### config.mk
export PLATFORM = sky130hd
export DESIGN_NAME = keyed_watchdog
export DESIGN_NICKNAME = d
export VERILOG_FILES = /design/src/rtl/wdg_pkg.sv /design/src/rtl/wdg_key_judge.sv /design/src/rtl/wdg_countdown.sv /design/src/rtl/keyed_watchdog.sv
export SDC_FILE = /design/constraint.sdc
export NUM_CORES = 1
export LEC_CHECK = 0
export ABC_AREA = 1
export BUFFER_PORTS_ARGS = -buffer_cell sky130_fd_sc_hd__buf_2
export CORE_UTILIZATION = 58
export CTS_CLUSTER_DIAMETER = 100
export DETAILED_ROUTE_END_ITERATION = 6
export PLACE_DENSITY_LB_ADDON = 0.3
export SLEW_MARGIN = 20
export SYNTH_ARGS = -nofsm -noshare
export SYNTH_HDL_FRONTEND = slang
export SYNTH_SLANG_ARGS = --single-unit
### constraint.sdc
create_clock -name clk -period 1.9 [get_ports clk]
set_input_delay 0.19 -clock clk [delete_from_list [all_inputs] [get_ports clk]]
set_output_delay 0.19 -clock clk [all_outputs]
set_load 0.02 [all_outputs]
### src/rtl/wdg_pkg.sv
package wdg_pkg;
   typedef enum logic [1:0] {
      WDG_IDLE  = 2'd0,
      WDG_ARMED = 2'd1,
      WDG_GRACE = 2'd2
   } wdg_state_e;
endpackage

### src/rtl/wdg_key_judge.sv
module wdg_key_judge #(
   parameter int KEY_W = 3
) (
   input  logic             active,
   input  logic [KEY_W-1:0] key_q,
   input  logic             wr_en,
   input  logic             wr_arm,
   input  logic [KEY_W-1:0] wr_key,
   output logic             do_start,
   output logic             do_kick,
   output logic             do_stop,
   output logic             do_rekey
);
   logic inv_ok;

   always_comb begin
      inv_ok   = (wr_key == ~key_q);
      do_start = wr_en & ~active & wr_arm;
      do_kick  = wr_en & active & inv_ok & wr_arm;
      do_stop  = wr_en & active & inv_ok & ~wr_arm;
      do_rekey = wr_en & active & ~inv_ok;
   end
endmodule

### src/rtl/wdg_countdown.sv
module wdg_countdown #(
   parameter int CW = 11
) (
   input  logic          clk,
   input  logic          rst_n,
   input  logic          load,
   input  logic [CW-1:0] load_val,
   input  logic          dec,
   output logic          at_one
);
   logic [CW-1:0] cnt_q;

   always_ff @(posedge clk or negedge rst_n) begin
      if (!rst_n)
         cnt_q <= '0;
      else if (load)
         cnt_q <= load_val;
      else if (dec && cnt_q != '0)
         cnt_q <= cnt_q - 1'b1;
   end

   assign at_one = (cnt_q == CW'(1));
endmodule

### src/rtl/keyed_watchdog.sv
module keyed_watchdog
   import wdg_pkg::*;
#(
   parameter int KEY_W       = 3,
   parameter int FIRST_TICKS = 1920,
   parameter int GRACE_TICKS = 64
) (
   input  logic             clk,
   input  logic             rst_n,
   input  logic             tick_en,
   input  logic             wr_en,
   input  logic             wr_arm,
   input  logic [KEY_W-1:0] wr_key,
   output logic             nmi_req,
   output logic             chip_rst_req
);
   localparam int MAX_TICKS = (FIRST_TICKS > GRACE_TICKS) ? FIRST_TICKS : GRACE_TICKS;
   localparam int CW        = $clog2(MAX_TICKS + 1);

   if (KEY_W < 1) begin : g_bad_key
      $error("keyed_watchdog: KEY_W must be at least 1");
   end
   if (FIRST_TICKS < 1 || GRACE_TICKS < 1) begin : g_bad_ticks
      $error("keyed_watchdog: timeouts must be at least one tick");
   end

   wdg_state_e       state_q, state_d;
   logic [KEY_W-1:0] key_q;
   logic             rst_pulse_q;
   logic             active;
   logic             do_start, do_kick, do_stop, do_rekey;
   logic             at_one, expire, cnt_load, cnt_dec;
   logic [CW-1:0]    cnt_val;

   assign active = (state_q != WDG_IDLE);

   wdg_key_judge #(.KEY_W(KEY_W)) u_judge (
      .active   (active),
      .key_q    (key_q),
      .wr_en    (wr_en),
      .wr_arm   (wr_arm),
      .wr_key   (wr_key),
      .do_start (do_start),
      .do_kick  (do_kick),
      .do_stop  (do_stop),
      .do_rekey (do_rekey)
   );

   always_comb begin
      expire   = tick_en & active & at_one & ~(do_kick | do_stop);
      cnt_load = do_start | do_kick | (expire & (state_q == WDG_ARMED));
      cnt_val  = (do_start | do_kick) ? CW'(FIRST_TICKS) : CW'(GRACE_TICKS);
      cnt_dec  = tick_en & active & ~cnt_load;
   end

   wdg_countdown #(.CW(CW)) u_count (
      .clk      (clk),
      .rst_n    (rst_n),
      .load     (cnt_load),
      .load_val (cnt_val),
      .dec      (cnt_dec),
      .at_one   (at_one)
   );

   always_comb begin
      state_d = state_q;
      if (do_start | do_kick)
         state_d = WDG_ARMED;
      else if (do_stop)
         state_d = WDG_IDLE;
      else if (expire)
         state_d = (state_q == WDG_ARMED) ? WDG_GRACE : WDG_IDLE;
   end

   always_ff @(posedge clk or negedge rst_n) begin
      if (!rst_n) begin
         state_q     <= WDG_IDLE;
         key_q       <= '0;
         rst_pulse_q <= 1'b0;
      end else begin
         state_q     <= state_d;
         rst_pulse_q <= expire & (state_q == WDG_GRACE);
         if (do_start | do_kick | do_stop | do_rekey)
            key_q <= wr_key;
      end
   end

   assign nmi_req      = (state_q == WDG_GRACE);
   assign chip_rst_req = rst_pulse_q;
endmodule


* After elaboration in Yosys (flattened, before gate mapping) *
Index checks and enable logic that the tools add are counted.

word-level totals
  input port bits = 8
  memory bits (read-only) = 0
  output and inout port bits = 2
  register bits after elaboration = 17
  latch bits = 0
  RAM bits = 0
  logic and storage cells = 45
  memories = 0

cells by class
  divide/modulo/power cells = 0
  $lt $le $gt $ge = 0
  shifts and indexed selects = 0
  bitwise logic cells = 24
  multiply operators = 0
  equal/unequal tests = 4
  muxes and demuxes = 7
  reductions and logical operators = 5
  $add $sub $neg = 1

operators by type and width
  operator                                                                number
  11-bit 2-to-1 mux                                                       3
  1-bit AND                                                               13
  11-bit by 1-bit equality test with 1-bit output, second input constant  1
  11-bit nonzero test                                                     1
  11-bit by 1-bit subtractor with 11-bit output, second input constant    1
  2-bit 2-to-1 mux                                                        4
  1-bit NOT                                                               5
  1-bit OR                                                                5
  2-bit nonzero test                                                      2
  3-bit equality test                                                     1
  3-bit NOT                                                               1
  3-bit nonzero test                                                      1
  2-bit by 1-bit equality test with 1-bit output, second input constant   1
  2-bit equality test, second input constant                              1
  1-bit logical AND                                                       1

* Longest topological paths before layout *
  depth in word-level cells = 14
  gate-level depth with buffers = 10
  mapped depth without buffers = 10

* By module *
From an unflattened synthesis, not the netlist that was laid out.

unflattened totals
  cell total of the unflattened synthesis = 187
  area, all modules = 1,313.8 sq um

modules (own cells, without submodules)
  module          seq. area each (sq um)  area each (sq um)  cells an instance  times used
  wdg_countdown   275.3                   868.3              121                1
  keyed_watchdog  150.1                   345.3              41                 1
  wdg_key_judge   0.0                     100.1              25                 1

* Worst setup path after synthesis *
Ideal clock, no wire load.

  path type = register to register
  from = register u_count.cnt_q[0]
  to = register u_count.cnt_q[10]
  required time = 1,779 ps
  cell stages (with the launch flop) = 9
  setup time = 121 ps
  arrival = 1,259 ps
  period minus slack after synthesis = 1,380 ps
  setup slack = 520 ps
  buffers on the path = 1
  cell sequence = dfrtp_1 inv_1 ha_1 nand3_2 o21ai_2 buf_6 nor2_1 a21oi_1 nand2_1

on the way
  word-level cells in the longest chain between the ends = 9
  elaborated cells between the ends (all ways) = 13
  classes of those cells = add/sub: 1; eq/ne: 1; mux: 2; bitwise: 6; reduce/logical: 3

ends and longest elaborated chain
  element                                          line                  RTL
  start: declaration                               wdg_countdown.sv:11   logic [CW-1:0] cnt_q;
  start signal: assignment                         wdg_countdown.sv:17   cnt_q <= load_val;
  start signal: assignment                         wdg_countdown.sv:19   cnt_q <= cnt_q - 1'b1;
  11-bit by 1-bit equality test with 1-bit output  wdg_countdown.sv:22   assign at_one = (cnt_q == CW'(1));
  1-bit AND (2 in series)                          keyed_watchdog.sv:50  expire = tick_en & active & at_one & ~(do_kick | do_stop);
  1-bit AND                                        keyed_watchdog.sv:51  cnt_load = do_start | do_kick | (expire & (state_q == WDG_ARMED));
  1-bit OR                                         keyed_watchdog.sv:51
  1-bit NOT                                        keyed_watchdog.sv:53  cnt_dec = tick_en & active & ~cnt_load;
  1-bit AND                                        keyed_watchdog.sv:53
  1-bit logical AND                                wdg_countdown.sv:18   else if (dec && cnt_q != '0)
  2-bit nonzero test (no source line)              -

Parallel ways exist; a longest one is shown, timed or not. The select of a mux whose other input is x is not followed.
A chain may end at the register's enable or synchronous reset.

* Final worst setup path *
Ends and elaborated chain as after synthesis.

==> results.sh <==
export IMPL_status="complete, no violations"
export IMPL_rr_startpoint="u_count.cnt_q[0]"
export IMPL_cts_max_path_buffers=2
export IMPL_p_switching_uw=729.3
export IMPL_dieArea_um2=2306
export IMPL_combinationalPowerShare=0.482
export IMPL_core_area_um2=1982
export IMPL_slew_violations=0
export IMPL_grt_pass1_vias=983
export IMPL_syn_area_um2=1229
export IMPL_wire_per_inst_um=11.11
export IMPL_fin_crit_ns=1.703
export IMPL_timing_final_crit_share=0.8963
export IMPL_vias=1089
export IMPL_cp_start_kind="flop"
export IMPL_port_buffers=9
export IMPL_worstPathCellList="inv_1 > ha_1 > nand3_2 > o21ai_2 > nor2_1 > a21oi_1 > nand2_1"
export IMPL_yosysSeqAreaShare=0.3462
export IMPL_dpl_hpwl_um=1792
export IMPL_slowest_stage="o21ai_2"
export IMPL_crit_path_max_incr_delay_ns=0.47
export IMPL_power_density_nw_per_um2=1187
export IMPL_cp_required_ns=2.08
export IMPL_antenna_found_initial=0
export IMPL_diodes=0
export IMPL_cts_tree="yes"
export IMPL_whs_endpoint="key_q[1]"
export IMPL_grt_usage=0.2484
export IMPL_io_pins=10
export IMPL_cp_max_fo=14
export IMPL_synth_cells=171
export IMPL_timing_rr_end="u_count.cnt_q[10]"
export IMPL_die_y_um=48.03
export IMPL_grt_max_degree=18
export IMPL_p_leak_uw=0.0007170
export IMPL_cts_sinks=17
export IMPL_dr_wl_met2_um=1163
export IMPL_setup_viol=0
export IMPL_tightest_slew_ns=0.5468
export IMPL_synth_area_top_cells="dfrtp_1 (35%), nand2_1 (15%), inv_1 (9.2%)"
export IMPL_power_share_clock=0.122
export IMPL_post_cts_setup_buffer_count=0
export IMPL_tns_ns=0
export IMPL_finalPower_uw=1576
export IMPL_syn2layout_area_growth_pct=8.045
export IMPL_relSlewSlack=0.6354
export IMPL_syn_num_nets=182
export IMPL_grt_pass1_wl_um=4002
export IMPL_fin_util=0.6698
export IMPL_wl_met1_um=1015
export IMPL_stdcell_count=210
export IMPL_gp_congestion=0.8576
export IMPL_top_layer="met4"
export IMPL_ir_drop_v=0.0006962
export IMPL_htreeDepth=1
export IMPL_drive_gt1_frac=0.1694
export IMPL_met3_length_um=126
export IMPL_synth_seq_cells=17
export IMPL_drc=0
export IMPL_min_delay_start="wr_key[1]"
export IMPL_arrival_ns=1.88
export IMPL_rrSetupSlack_ns=0.20
export IMPL_post_place_cells=205
export IMPL_power_frac_seq=0.395
export IMPL_cts_buffers=3
export IMPL_netSwitchingFraction=0.4628
export IMPL_final_nets=195
export IMPL_holdPathStages=3
export IMPL_hold_viol=0
export IMPL_drtIter0Drc=51
export IMPL_rr_worst_depth=7
export IMPL_ant_nets=0
export IMPL_fin_hold_ws_ns=0.1456
export IMPL_grt_ovfl_total=0
export IMPL_synth_top_area_share=0.3462
export IMPL_skew_ns=0.004719
export IMPL_intPower_uw=846.5
export IMPL_synthDistinctLibCells=28
export IMPL_hold_class="input pin to flop"
export IMPL_clk_pin_slew_ns=0.10
export IMPL_wirelength_um=2334
export IMPL_end_kind="flop"
export IMPL_die_x_um=48.03
export IMPL_final_cell_mix="nand2_1 (48), inv_1 (30), nor2_1 (17), dfrtp_1 (17)"
export IMPL_avgViaCountPerCell=5.186
export IMPL_mostFrequentLayoutCell="nand2_1"
export IMPL_max_freq_ghz=0.5872
export IMPL_crit_type="flop to flop"
export IMPL_yosys_area_top_type="dfrtp_1"
export IMPL_drv_cap=0
export IMPL_rsz0062_at_grt="false"
export IMPL_drt_pass1_iterations=4
export IMPL_start_util=0.6199
export IMPL_yosys_warnings=0
export IMPL_rows=16
export IMPL_root_buffer="clkbuf_4"
export IMPL_insertion_delay_ns=0.29
export IMPL_syn_area_per_cell_um2=7.185
[synth_stat cells (all sizes together)]
| library cell | count |
|---|---|
| inv | 31 |
| nor3b | 1 |
| nor3 | 3 |
| dfrtp | 17 |
| nor2 | 25 |
| and2 | 1 |
| nand3 | 13 |
| nand2 | 49 |
| nand4 | 6 |
| buf | 2 |
| o21ai | 9 |
| ha | 3 |
| mux2 | 1 |
| xor2 | 3 |
| or2 | 2 |
| a21oi | 5 |
[timing repair]
action                                 in CTS  in global routing
endpoints found under the hold margin      17                  0
hold buffers                                1                  0
resized for setup                           0                  0
[layer usage]
metal / track usage / vias up
met2: 0.4378 / 40
met4: 0.07222 / 0
met3: 0.05283 / 8
met5: 0 / -
li1: - / 554
met1: 0.3035 / 487
[final cells by class]
class | instances | area, µm²
Multi-Input combinational cell | 121 | 670.6
Fill cell | 162 | 654.4
Sequential cell | 17 | 425.4
Inverter | 31 | 116.4
Timing Repair Buffer | 10 | 55.05
Tap cell | 27 | 33.78
Clock buffer | 4 | 26.28
[power groups by stage]
stage | Combinational (µW) | Clock, µW | Sequential [µW]
floorplan | 629 | 0 | 600
global placement | 720 | 0 | 621
detailed placement | 753 | 0 | 629
CTS | 760 | 202 | 622
global route | 877 | 211 | 640
finish | 760 | 193 | 623
[logic make-up after synthesis]
logic type	Yosys count	synth area share
compound gates	14	0.06008
xor+xnor	3	0.02139
flops	17	0.3462
simple gates	100	0.4246
fa+ha+maj	3	0.03055
mux	1	0.009164
buf+inv	33	0.1079
[worst max path at each step]
stage | from | to | slack, ns | depth (start not counted)
after floorplan | u_count.cnt_q[0] | u_count.cnt_q[10] | 0.52 | 8
after global placement | u_count.cnt_q[0] | u_count.cnt_q[10] | 0.33 | 7
after detailed placement | u_count.cnt_q[0] | u_count.cnt_q[10] | 0.26 | 7
after CTS | u_count.cnt_q[0] | u_count.cnt_q[10] | 0.23 | 7
after global routing | u_count.cnt_q[0] | u_count.cnt_q[3] | 0.08 | 6
final | u_count.cnt_q[0] | u_count.cnt_q[10] | 0.20 | 7
[worst max-delay path, delay by kind of cell, from the launching register on]
family	cells	cell delay, ns
adders and majority gates	1	0.18
DFF	1	0.41
buffers and inverters	1	0.13
AOI/OAI and AO/OA	2	0.61
and+or+nand+nor	3	0.25
[flip-flops by register name, indices dropped and copies added, names as in the netlist]
register       flops
key_q              3
state_q            2
chip_rst_req       1
u_count.cnt_q     11
[through the flow]
step / area (µm²) / setup WS (ns)
3_5_place_dp: 1291 / 0.2559
3_3_place_gp: 1291 / 0.3262
6_report: 1328 / 0.1970
5_1_grt: 1328 / 0.08122
4_1_cts: 1328 / 0.2300
2_1_floorplan: 1229 / 0.5202
No activity file was read; power rests on OpenSTA's default activity.
